[config.mk]
export PLATFORM = sky130hd
export DESIGN_NAME = usbh_irq_ctrl
export DESIGN_NICKNAME = d
export VERILOG_FILES = /design/src/rtl/usbh_irq_pkg.sv /design/src/rtl/usbh_irq_enable_store.sv /design/src/rtl/usbh_irq_status_reg.sv /design/src/rtl/usbh_irq_gate.sv /design/src/rtl/usbh_irq_ctrl.sv
export SDC_FILE = /design/constraint.sdc
export NUM_CORES = 1
export LEC_CHECK = 0
export BUFFER_PORTS_ARGS = -buffer_cell sky130_fd_sc_hd__buf_2
export CAP_MARGIN = 15
export CORE_MARGIN = 8
export CORE_UTILIZATION = 37
export DETAILED_ROUTE_END_ITERATION = 6
export PLACE_DENSITY_LB_ADDON = 0.1
export SETUP_SLACK_MARGIN = 0.15
export SKIP_CTS_REPAIR_TIMING = 1
export SKIP_LAST_GASP = 1
export SYNTH_ARGS = -nofsm -noshare
export SYNTH_HDL_FRONTEND = slang
export SYNTH_SLANG_ARGS = --single-unit
export TNS_END_PERCENT = 1
[constraint.sdc]
create_clock -name clk -period 1.5 [get_ports clk]
set_clock_uncertainty 0.1 [all_clocks]
set_input_delay 0.3 -clock clk [delete_from_list [all_inputs] [get_ports clk]]
set_output_delay 0.3 -clock clk [all_outputs]
set_load 0.01 [all_outputs]
[src/rtl/usbh_irq_pkg.sv]
package usbh_irq_pkg;
  localparam int unsigned DATA_W = 32;

  // bit positions; consumers decode these, so they are fixed
  localparam int unsigned POS_MASTER  = 31;
  localparam int unsigned POS_OWNCHG  = 30;
  localparam int unsigned POS_HUBCHG  = 6;
  localparam int unsigned POS_FRMOVF  = 5;
  localparam int unsigned POS_FATAL   = 4;
  localparam int unsigned POS_RESUME  = 3;
  localparam int unsigned POS_SOF     = 2;
  localparam int unsigned POS_DONEHD  = 1;

  localparam int unsigned NUM_SRC = 7;

  typedef logic [DATA_W-1:0] word_t;

  function automatic word_t src_mask();
    word_t m;
    m = '0;
    m[POS_OWNCHG] = 1'b1;
    m[POS_HUBCHG] = 1'b1;
    m[POS_FRMOVF] = 1'b1;
    m[POS_FATAL]  = 1'b1;
    m[POS_RESUME] = 1'b1;
    m[POS_SOF]    = 1'b1;
    m[POS_DONEHD] = 1'b1;
    return m;
  endfunction

  function automatic word_t en_mask();
    word_t m;
    m = src_mask();
    m[POS_MASTER] = 1'b1;
    return m;
  endfunction

  function automatic word_t en_reset_val();
    word_t m;
    m = '0;
    m[POS_MASTER] = 1'b1;
    return m;
  endfunction

  // enable store update: set alias ORs in, clear alias masks out
  function automatic word_t en_update(word_t cur, logic set_we, logic clr_we, word_t wd);
    word_t nxt;
    nxt = cur;
    if (set_we) nxt = nxt | wd;
    if (clr_we) nxt = nxt & ~wd;
    return nxt & en_mask();
  endfunction

  // status update: write-1-clear first, then events override
  function automatic word_t st_update(word_t cur, logic w1c_we, word_t wd, word_t evt);
    word_t nxt;
    nxt = cur;
    if (w1c_we) nxt = nxt & ~wd;
    nxt = nxt | evt;
    return nxt & src_mask();
  endfunction

  function automatic logic irq_eval(word_t st, word_t en);
    return en[POS_MASTER] & (|(st & en & src_mask()));
  endfunction
endpackage

[src/rtl/usbh_irq_enable_store.sv]
module usbh_irq_enable_store
  import usbh_irq_pkg::*;
(
  input  logic  clk,
  input  logic  rst_n,
  input  logic  soft_rst,
  input  logic  set_we,
  input  logic  clr_we,
  input  word_t wdata,
  output word_t en_q
);
  localparam word_t MASK  = en_mask();
  localparam word_t RSTV  = en_reset_val();

  word_t en_d;
  assign en_d = en_update(en_q, set_we, clr_we, wdata);

  always_ff @(posedge clk or negedge rst_n) begin
    if (!rst_n)        en_q <= RSTV;
    else if (soft_rst) en_q <= RSTV;
    else               en_q <= en_d;
  end


  set_bits_chk: assert property (@(posedge clk) disable iff (!rst_n)
    (set_we && !clr_we && !soft_rst) |=> ((en_q & $past(wdata) & MASK) == ($past(wdata) & MASK)));


  clr_bits_chk: assert property (@(posedge clk) disable iff (!rst_n)
    (clr_we && !set_we && !soft_rst) |=> ((en_q & $past(wdata)) == '0));


  clr_keep_chk: assert property (@(posedge clk) disable iff (!rst_n)
    (clr_we && !set_we && !soft_rst) |=> ((en_q & ~$past(wdata)) == ($past(en_q) & ~$past(wdata))));


  en_rsvd_chk: assert property (@(posedge clk) disable iff (!rst_n)
    (en_q & ~MASK) == '0);


  en_srst_chk: assert property (@(posedge clk) disable iff (!rst_n)
    soft_rst |=> (en_q == RSTV));
endmodule

[src/rtl/usbh_irq_status_reg.sv]
module usbh_irq_status_reg
  import usbh_irq_pkg::*;
(
  input  logic  clk,
  input  logic  rst_n,
  input  logic  soft_rst,
  input  logic  w1c_we,
  input  word_t wdata,
  input  word_t evt,
  output word_t st_q
);
  localparam word_t SRC = src_mask();

  word_t st_d;
  word_t evt_hit;
  assign st_d    = st_update(st_q, w1c_we, wdata, evt);
  assign evt_hit = evt & SRC;

  always_ff @(posedge clk or negedge rst_n) begin
    if (!rst_n)        st_q <= '0;
    else if (soft_rst) st_q <= '0;
    else               st_q <= st_d;
  end


  evt_wins_chk: assert property (@(posedge clk) disable iff (!rst_n)
    (evt_hit != '0 && !soft_rst) |=> ((st_q & $past(evt_hit)) == $past(evt_hit)));


  w1c_chk: assert property (@(posedge clk) disable iff (!rst_n)
    (w1c_we && !soft_rst) |=> ((st_q & $past(wdata) & ~$past(evt)) == '0));


  st_rsvd_chk: assert property (@(posedge clk) disable iff (!rst_n)
    (st_q & ~SRC) == '0);


  st_srst_chk: assert property (@(posedge clk) disable iff (!rst_n)
    soft_rst |=> (st_q == '0));
endmodule

[src/rtl/usbh_irq_gate.sv]
module usbh_irq_gate
  import usbh_irq_pkg::*;
(
  input  word_t st,
  input  word_t en,
  output logic  irq
);
  assign irq = irq_eval(st, en);
endmodule

[src/rtl/usbh_irq_ctrl.sv]
module usbh_irq_ctrl
  import usbh_irq_pkg::*;
#(
  parameter int unsigned ADDR_W      = 4,
  parameter logic [ADDR_W-1:0] OFS_STATUS = 4'h0,
  parameter logic [ADDR_W-1:0] OFS_EN_SET = 4'h4,
  parameter logic [ADDR_W-1:0] OFS_EN_CLR = 4'h8
)(
  input  logic              clk,
  input  logic              rst_n,
  input  logic              soft_rst,
  input  logic              reg_wr,
  input  logic [ADDR_W-1:0] reg_addr,
  input  logic [31:0]       reg_wdata,
  input  logic [31:0]       evt_in,
  output logic [31:0]       reg_rdata,
  output logic              irq
);
  localparam word_t SRC = src_mask();

  logic  hit_status, hit_set, hit_clr;
  logic  set_we, clr_we, w1c_we;
  word_t en_q, st_q;

  assign hit_status = (reg_addr == OFS_STATUS);
  assign hit_set    = (reg_addr == OFS_EN_SET);
  assign hit_clr    = (reg_addr == OFS_EN_CLR);
  assign set_we     = reg_wr & hit_set;
  assign clr_we     = reg_wr & hit_clr;
  assign w1c_we     = reg_wr & hit_status;

  usbh_irq_enable_store u_en (
    .clk(clk), .rst_n(rst_n), .soft_rst(soft_rst),
    .set_we(set_we), .clr_we(clr_we), .wdata(reg_wdata), .en_q(en_q)
  );

  usbh_irq_status_reg u_st (
    .clk(clk), .rst_n(rst_n), .soft_rst(soft_rst),
    .w1c_we(w1c_we), .wdata(reg_wdata), .evt(evt_in), .st_q(st_q)
  );

  usbh_irq_gate u_gate (
    .st(st_q), .en(en_q), .irq(irq)
  );

  always_comb begin
    if (hit_status)               reg_rdata = st_q;
    else if (hit_set || hit_clr)  reg_rdata = en_q;
    else                          reg_rdata = '0;
  end


  irq_master_chk: assert property (@(posedge clk) disable iff (!rst_n)
    irq |-> en_q[POS_MASTER]);


  irq_cause_chk: assert property (@(posedge clk) disable iff (!rst_n)
    irq |-> ((st_q & en_q & SRC) != '0));


  unmapped_quiet_chk: assert property (@(posedge clk) disable iff (!rst_n)
    (reg_wr && !hit_status && !hit_set && !hit_clr && !soft_rst && ((evt_in & SRC) == '0))
      |=> ($stable(en_q) && $stable(st_q)));
endmodule

After elaboration in Yosys (flattened, before gate mapping)
Index checks and enable logic that the tools add are counted.
{"block": "op_classes", "bitwise_logic": 10, "n_mux": 7, "n_eq_ne": 2, "n_reduce_logical": 3}
{"op": "two-way mux 32 bit", "n": 5}
{"op": "bitwise AND 31 bit", "n": 2}
{"op": "two-way mux 31 bit", "n": 2}
{"op": "bitwise AND 32 bit", "n": 1}
{"op": "inverter 32 bit", "n": 1}
{"op": "bitwise OR 32 bit", "n": 1}
{"op": "bitwise OR 31 bit", "n": 1}
{"op": "OR reduction 7 bit", "n": 1}
{"op": "bitwise AND 1 bit", "n": 4}
{"op": "== test 4 x 3 -> 1 bit (second input constant)", "n": 1}
{"op": "== test 4 bit (second input constant)", "n": 1}
{"op": "zero test 4 bit", "n": 1}
{"op": "logical OR 1 bit", "n": 1}
{"block": "word_totals", "ff_bits": 63, "in_bits": 72, "out_inout_bits": 33, "wordCells": 24}

Longest topological paths before layout
Gate-level depths: netlist of run 1.
{"block": "logic_depth", "ltp_word": 6, "depth_mapped": 4, "depth_no_buf": 3}

Modules after synthesis
Synthesis of run 1 repeated with hierarchy kept, for this count alone.
{"block": "hier_totals", "hier_cells": 160, "hier_area_um2": 1590.3}
{"module": "usbh_irq_enable_store", "area_each_um2": 586.8, "cells_per_inst": 53, "instances": 1, "seq_area_each_um2": 201.4}
{"module": "usbh_irq_ctrl", "area_each_um2": 488.0, "cells_per_inst": 48, "instances": 1, "seq_area_each_um2": 0.0}
{"module": "usbh_irq_status_reg", "area_each_um2": 480.5, "cells_per_inst": 54, "instances": 1, "seq_area_each_um2": 175.2}
{"module": "usbh_irq_gate", "area_each_um2": 35.0, "cells_per_inst": 5, "instances": 1, "seq_area_each_um2": 0.0}

Worst setup path after synthesis of run 1
Ideal clock, no wire load.
{"block": "synth_timing", "kind": "input -> output", "from": "input port reg_addr[1]", "to": "output port reg_rdata[31]", "path_buffers": 1, "cell_stages": 3, "arrival_time_ns": 1.071, "t_required_ns": 1.100, "path_slack_ns": 0.029, "path_cell_list": "or2_2 -> clkbuf_1 -> nor3b_1"}
{"block": "synth_via", "elab_chain_len": 4, "word_cells_on_any_way": 6, "cone_classes": "eq/ne: 2; mux: 2; reduce/logical: 2"}
{"item": "from (decl)", "line": "usbh_irq_ctrl.sv:13", "source": "input logic [ADDR_W-1:0] reg_addr,"}
{"item": "== test 4 x 3 -> 1 bit or == test 4 bit (tied branches)", "line": "usbh_irq_ctrl.sv:26, usbh_irq_ctrl.sv:27"}
{"item": "logical OR 1 bit", "line": "usbh_irq_ctrl.sv:48", "source": "else if (hit_set || hit_clr) reg_rdata = en_q;"}
{"item": "two-way mux 32 bit", "line": "usbh_irq_ctrl.sv:48"}
{"item": "two-way mux 32 bit (*)", "line": "usbh_irq_ctrl.sv:47", "source": "if (hit_status) reg_rdata = st_q;"}
{"item": "to (decl)", "line": "usbh_irq_ctrl.sv:16", "source": "output logic [31:0] reg_rdata,"}
Every way passes the cells marked *; elsewhere a longest branch is shown, timed or not.

Worst setup path in the final report of run 1
{"block": "layout_timing", "from": "register u_st.st_q[3]", "to": "output port irq"}
{"block": "layout_via", "elab_chain_len": 3}
{"item": "from (decl)", "line": "usbh_irq_status_reg.sv:10", "source": "output word_t st_q"}
{"item": "from (signal assigned)", "line": "usbh_irq_status_reg.sv:22", "source": "else st_q <= st_d;"}
{"item": "bitwise AND 31 bit", "line": "usbh_irq_pkg.sv:64", "source": "return en[POS_MASTER] & (|(st & en & src_mask()));"}
{"item": "OR reduction 7 bit", "line": "usbh_irq_pkg.sv:64"}
{"item": "bitwise AND 1 bit", "line": "usbh_irq_pkg.sv:64"}
{"item": "to (decl)", "line": "usbh_irq_ctrl.sv:17", "source": "output logic irq"}
Every way passes these cells.

==> reports/metrics.cfg, run 1 <==
[worst_setup_path]
critical_path.max_stage_delay_ps = 400
critPathArrivalTime_ps = 1370
cp_slowest_cell = dfrtp_1
cp.required_ps = 1100
critPathMaxFanout = 2
path_class = flip-flop to output port
cp-start-kind = flip-flop
critPathCaptureType = output port
path_cells = a222oi_1 -> a31oi_1 -> buf_2

[cts]
cts_tree = done
htreeDepth = 1
clock_path_buffers = 2
clkTransAtPathRegs_ps = 100
numCtsBuffers = 3
clock-sinks = 15
cts_root_buf = clkbuf_4
clock_latency_ps = 280

[global_routing]
grt_pass1_vias = 1020
antenna_found_initial = 0
grt_remaining_overflow = 0
grt_start_max_net_pins = 17
grt_pass1_wl_mm = 4.96
gr-usage-all-layers = 0.120

[layout]
syn2layout_area_growth_pct = 21.9
nFillCells = 304
ff_latch_area_sq_um = 377
final_nets = 236
final_common_cell = buf_2
layout-drive-gt1-share = 0.436
antennaDiodeCount = 0
multi_input_area_sq_um = 638
final_cell_mix = buf_2, conb_1, buf_4, nor2_1, dfrtp_1
utilization = 0.466

[place]
place_hpwl_mm = 2.44
numPortBuffers = 31
gp_congestion = 0.744

[logic_synthesis]
ys_ff_latch = 15
synthTopCellsByArea = dfrtp_1, buf_4, a211oi_2, and4b_2, mux2i_1
yosysTopAreaCellShare = 0.305
synthCells = 117
syn-cell-area_sq_mm = 0.00115
ys_seq_area_frac = 0.328
syn_avg_cell_area_sq_um = 9.81
async_flop_share = 1.00
synthFlopType = dfrtp_1
synth_top_cell_by_area = dfrtp_1
ys_warn_count = 0
synthDistinctLibCells = 27
synth_edf_count = 0

[die]
core_sq_mm = 0.00300
die_h_um = 71.7
die_area_sq_mm = 0.00514
initial_core_util = 0.382
die_w_um = 71.7
io_pins = 105
row_count = 20

[power_and_ir_drop]
p_leak_nw = 0.711
power.density_mw_per_mm2 = 642
worst_ir_drop_vdd_mv = 0.428

[detailed_routing]
drt_iter0_drc = 24
top_layer = met4
route.vias.total = 992
viasPerCell = 5.06
drc_errors = 0
wl_met1_mm = 1.32
ant_nets = 0
wl_met2_mm = 1.53
first_pass_iters = 4
wire_per_inst_um = 15.9
met3_length_um = 254
wirelength_mm = 3.12

[timing]
hold_ws_ps = 109
setup_viol = 9
max_freq_mhz = 565
finalCriticalPeriod_ps = 1770
hold_viol = 0
timing.final.ws_setup_ps = -269
post-route-period-util = 1.18
drv_slew = 0
rsz0062_at_grt = true

[outcome]
violations = negative setup slack
status = finished with violations

[hold_path]
hold_class = primary input to flip-flop

[flow_run]
maxCapViolations = 0

## final cells by class
| class | count | area share |
|---|---|---|
| sequential | 15 | 0.269 |
| multi-input combinational | 93 | 0.456 |
| inverter | 1 | 0.00268 |
| tap | 33 | 0.0295 |
| clock buffer | 4 | 0.0188 |
| timing repair buffer | 50 | 0.224 |
## cells in the mapped netlist (2+ instances only)
library cell	n
clkbuf_1	2
dfrtp_1	14
nor3_1	7
buf_4	27
mux2i_1	6
a211oi_2	7
and4b_2	7
a22oi_1	3
a2bb2oi_1	6
nor2_1	14
a31oi_1	8
## cell families (layout without fill, tap and decap cells)
family	after synthesis	after routing	share of synthesized area
AOI/OAI and AO/OA	27	27	0.206
xor gates and xnor gates	1	1	0.00763
buffers and inverters	32	55	0.201
DFF	15	15	0.328
muxes	6	6	0.0523
other	1	24	0.00327
and+or+nand+nor	35	35	0.202
## power by group
part           switching, W  leakage [nW]  internal [W]
logic              0.000124         0.501     0.0000967
clock network      0.000141        0.0150      0.000103
registers         0.0000125         0.196      0.000420
## path summary, 6_finish.rpt
| kind | start | endpoint | slack [ps] | cells past startpoint |
|---|---|---|---|---|
| worst min-delay path | reg_wdata[6] | u_en.en_q[6]$_DFF_PN0_ | 110 | 2 |
| max in group asynchronous | rst_n | u_en.en_q[31]$_DFF_PN1_ | 640 | 2 |
| worst min register to register | u_st.st_q[6]$_DFF_PN0_ | u_st.st_q[6]$_DFF_PN0_ | 490 | 2 |
| min in group asynchronous | rst_n | u_en.en_q[4]$_DFF_PN0_ | 350 | 2 |
| worst max register to register | u_en.en_q[1]$_DFF_PN0_ | u_en.en_q[1]$_DFF_PN0_ | 480 | 3 |
| worst max-delay path | u_st.st_q[3]$_DFF_PN0_ | irq | -270 | 3 |
## worst max-delay path, delay by kind of cell (launching register included)
family / cells / cell delay, ps
AO/OA/AOI/OAI: 2 / 530
buffers and inverters: 1 / 160
flip-flops: 1 / 400
## stage by stage
stage	total power, W	area (sq um)	std cells	setup WS, ps	TNS (ps)
2_1_floorplan	0.000605	1260	140	146	0
3_3_place_gp	0.000653	1360	191	-102	-588
3_5_place_dp	0.000658	1360	191	-89.4	-562
4_1_cts	0.000906	1390	195	-314	-1490
5_1_grt	0.000955	1400	196	-398	-2070
6_report	0.000897	1400	196	-269	-1310
## layer usage
metal	GRT usage	vias up
met5	0	-
met4	0.0340	0
met3	0.0349	2
li1	-	475
met1	0.141	482
met2	0.204	33
## sequential cells by signal (all words and copies together), names as in the netlist
name,count
u_st.st_q,7
u_en.en_q,8
Power figures use the tool's default switching activity.
==> run 2, diff against run 1 <==
--- a/config.mk
+++ b/config.mk
@@ -7,7 +7,6 @@
 export LEC_CHECK = 0
 export BUFFER_PORTS_ARGS = -buffer_cell sky130_fd_sc_hd__buf_2
 export CAP_MARGIN = 15
-export CORE_MARGIN = 8
 export CORE_UTILIZATION = 37
 export DETAILED_ROUTE_END_ITERATION = 6
 export PLACE_DENSITY_LB_ADDON = 0.1
==> run 2 against run 1 <==
  * The run ends with design-rule violations, negative setup slack left
  * Sequential power hardly changed
  * Design area shrank 0.72%
  * Critical path depth is the same
  * Clock power about the same
  * Cell count decreased by 1.5%
  * Combinational power is 2% lower
  * Largest cell class unchanged
  * Largest power group unchanged
==> reports/metrics.cfg, run 2 (synthesis results as in run 1) <==
[place]
numPortBuffers = 31  ; unchanged
place_hpwl_mm = 2.03  ; -17%
placed_cells = 188  ; -1.6%
dp_slack_ps = -55.0  ; +34.4 ps
gp_congestion = 0.762  ; +2.4%

[die]
die_h_um = 57.7  ; -20%
initial_core_util = 0.402  ; +0.0201
die_area_sq_mm = 0.00333  ; -35%
die_w_um = 57.7  ; -20%
row_count = 19  ; -5.0%
core_sq_mm = 0.00285  ; -5.0%
io_pins = 105  ; unchanged

[worst_setup_path]
path_class = flip-flop to output port
r2r-end = u_en.en_q[1]$_DFF_PN0_
regToRegStartpoint = u_en.en_q[1]$_DFF_PN0_
critPathArrivalTime_ps = 1350  ; -20 ps
cp.required_ps = 1100  ; about the same
worstRegToRegCells = 3  ; unchanged
cp-start-kind = flip-flop
critPathCaptureType = output port
reg2reg_slack_ps = 500  ; +20 ps
critPathMaxFanout = 4  ; +2

[layout]
nFillCells = 297  ; -2.3%
top_register = u_en.en_q
antennaDiodeCount = 0  ; unchanged
syn2layout_area_growth_pct = 21.0
layout-drive-gt1-share = 0.432  ; -0.00348
largest_register_ffs = 8  ; unchanged
ff_latch_area_sq_um = 377  ; unchanged
final_common_cell = buf_2
multi_input_area_sq_um = 638  ; unchanged
top_regs = u_en.en_q x8, u_st.st_q x7
final_cells = 193  ; -1.5%
final_cell_mix = buf_2, conb_1, buf_4, nor2_1, dfrtp_1
final_nets = 235  ; -0.42%
utilization = 0.487  ; +0.0210

[global_routing]
grt_remaining_overflow = 0  ; unchanged
grt_start_max_net_pins = 17  ; unchanged
grt_pass1_wl_mm = 4.37  ; -12%
antenna_found_initial = 0  ; unchanged
gr-usage-all-layers = 0.174  ; +0.0539
grt_pass1_vias = 936  ; -8.2%

[outcome]
violations = design-rule violations, negative setup slack
status = finished with violations

[timing]
finalCriticalPeriod_ps = 1750  ; -21.2 ps
hold_ws_ps = 107  ; -2.20 ps
drv_slew = 0  ; unchanged
timing.final.ws_setup_ps = -248  ; +21.2 ps
max_freq_mhz = 572  ; +1.2%
rsz0062_at_grt = true
post-route-period-util = 1.17  ; -0.0141
setup_viol = 8  ; -1
final.setup.tns_ps = -1180  ; +133 ps
hold_viol = 0  ; unchanged

[hold_path]
hold-path-endpoint = u_en.en_q[1]$_DFF_PN0_
holdPathStages = 2  ; unchanged
hold_class = primary input to flip-flop
worstHoldStart = reg_wdata[1]

[detailed_routing]
wirelength_mm = 2.71  ; -13%
drc_errors = 4  ; +4
viasPerCell = 5.12  ; +1.2%
ant_nets = 0  ; unchanged
first_pass_iters = 6  ; +2
wire_per_inst_um = 14.0  ; -12%
drt_iter0_drc = 29  ; +21%
route.vias.total = 989  ; -0.30%

[cts]
clock-sinks = 15  ; unchanged
htreeDepth = 1  ; unchanged
cts_root_buf = clkbuf_4
clock_path_buffers = 2  ; unchanged
numCtsBuffers = 3  ; unchanged
cts_tree = done
clkTransAtPathRegs_ps = 100  ; about the same
clock_latency_ps = 280  ; about the same

[power_and_ir_drop]
worst_ir_drop_vdd_mv = 0.439  ; +2.5%
p_leak_nw = 0.705  ; -0.84%
power.density_mw_per_mm2 = 645  ; +0.53%

[flow_run]
maxCapViolations = 0  ; unchanged

## run 2: worst max path at each step
stage,to,startpoint,depth (start not counted)
2_1_floorplan,reg_rdata[31],reg_addr[1],3
3_3_place_gp,reg_rdata[4],reg_addr[3],5
3_5_place_dp,u_st.st_q[3]$_DFF_PN0_,reg_addr[1],6
4_1_cts,irq,u_en.en_q[3]$_DFF_PN0_,3
5_1_grt,irq,u_en.en_q[3]$_DFF_PN0_,3
6_report,irq,u_en.en_q[3]$_DFF_PN0_,3
## run 2: metrics by stage
stage	instance area, sq um	power (W)
floorplan	1260	0.000605
global placement	1350	0.000651
detailed placement	1350	0.000656
CTS	1380	0.000909
global route	1390	0.000950
finish	1390	0.000896
## run 2: final cells by class
| class | count | area share |
|---|---|---|
| Clock buffer | 4 | 0.0189 |
| Inverter | 1 | 0.00270 |
| Multi-Input combinational cell | 93 | 0.459 |
| Sequential cell | 15 | 0.271 |
| Tap cell | 31 | 0.0279 |
| Timing Repair Buffer | 49 | 0.220 |
## run 2: layer usage
layer,GRT usage,up-vias,wire length (um)
met5,0,-,0
li1,-,477,-
met4,0.0510,0,25
met2,0.282,33,1250
met1,0.237,475,1290
met3,0.0335,4,143
## run 2: critical path: stages (launching register included)
cell and delay, ps:
dfrtp_1 420, a222oi_1 330, a31oi_1 140, buf_2 160
## run 2: report_power, final
part / internal [W] / switching, W
Sequential: 0.000420 / 0.0000141
Clock: 0.000103 / 0.000141
Combinational: 0.0000957 / 0.000121
Total: 0.000619 / 0.000276
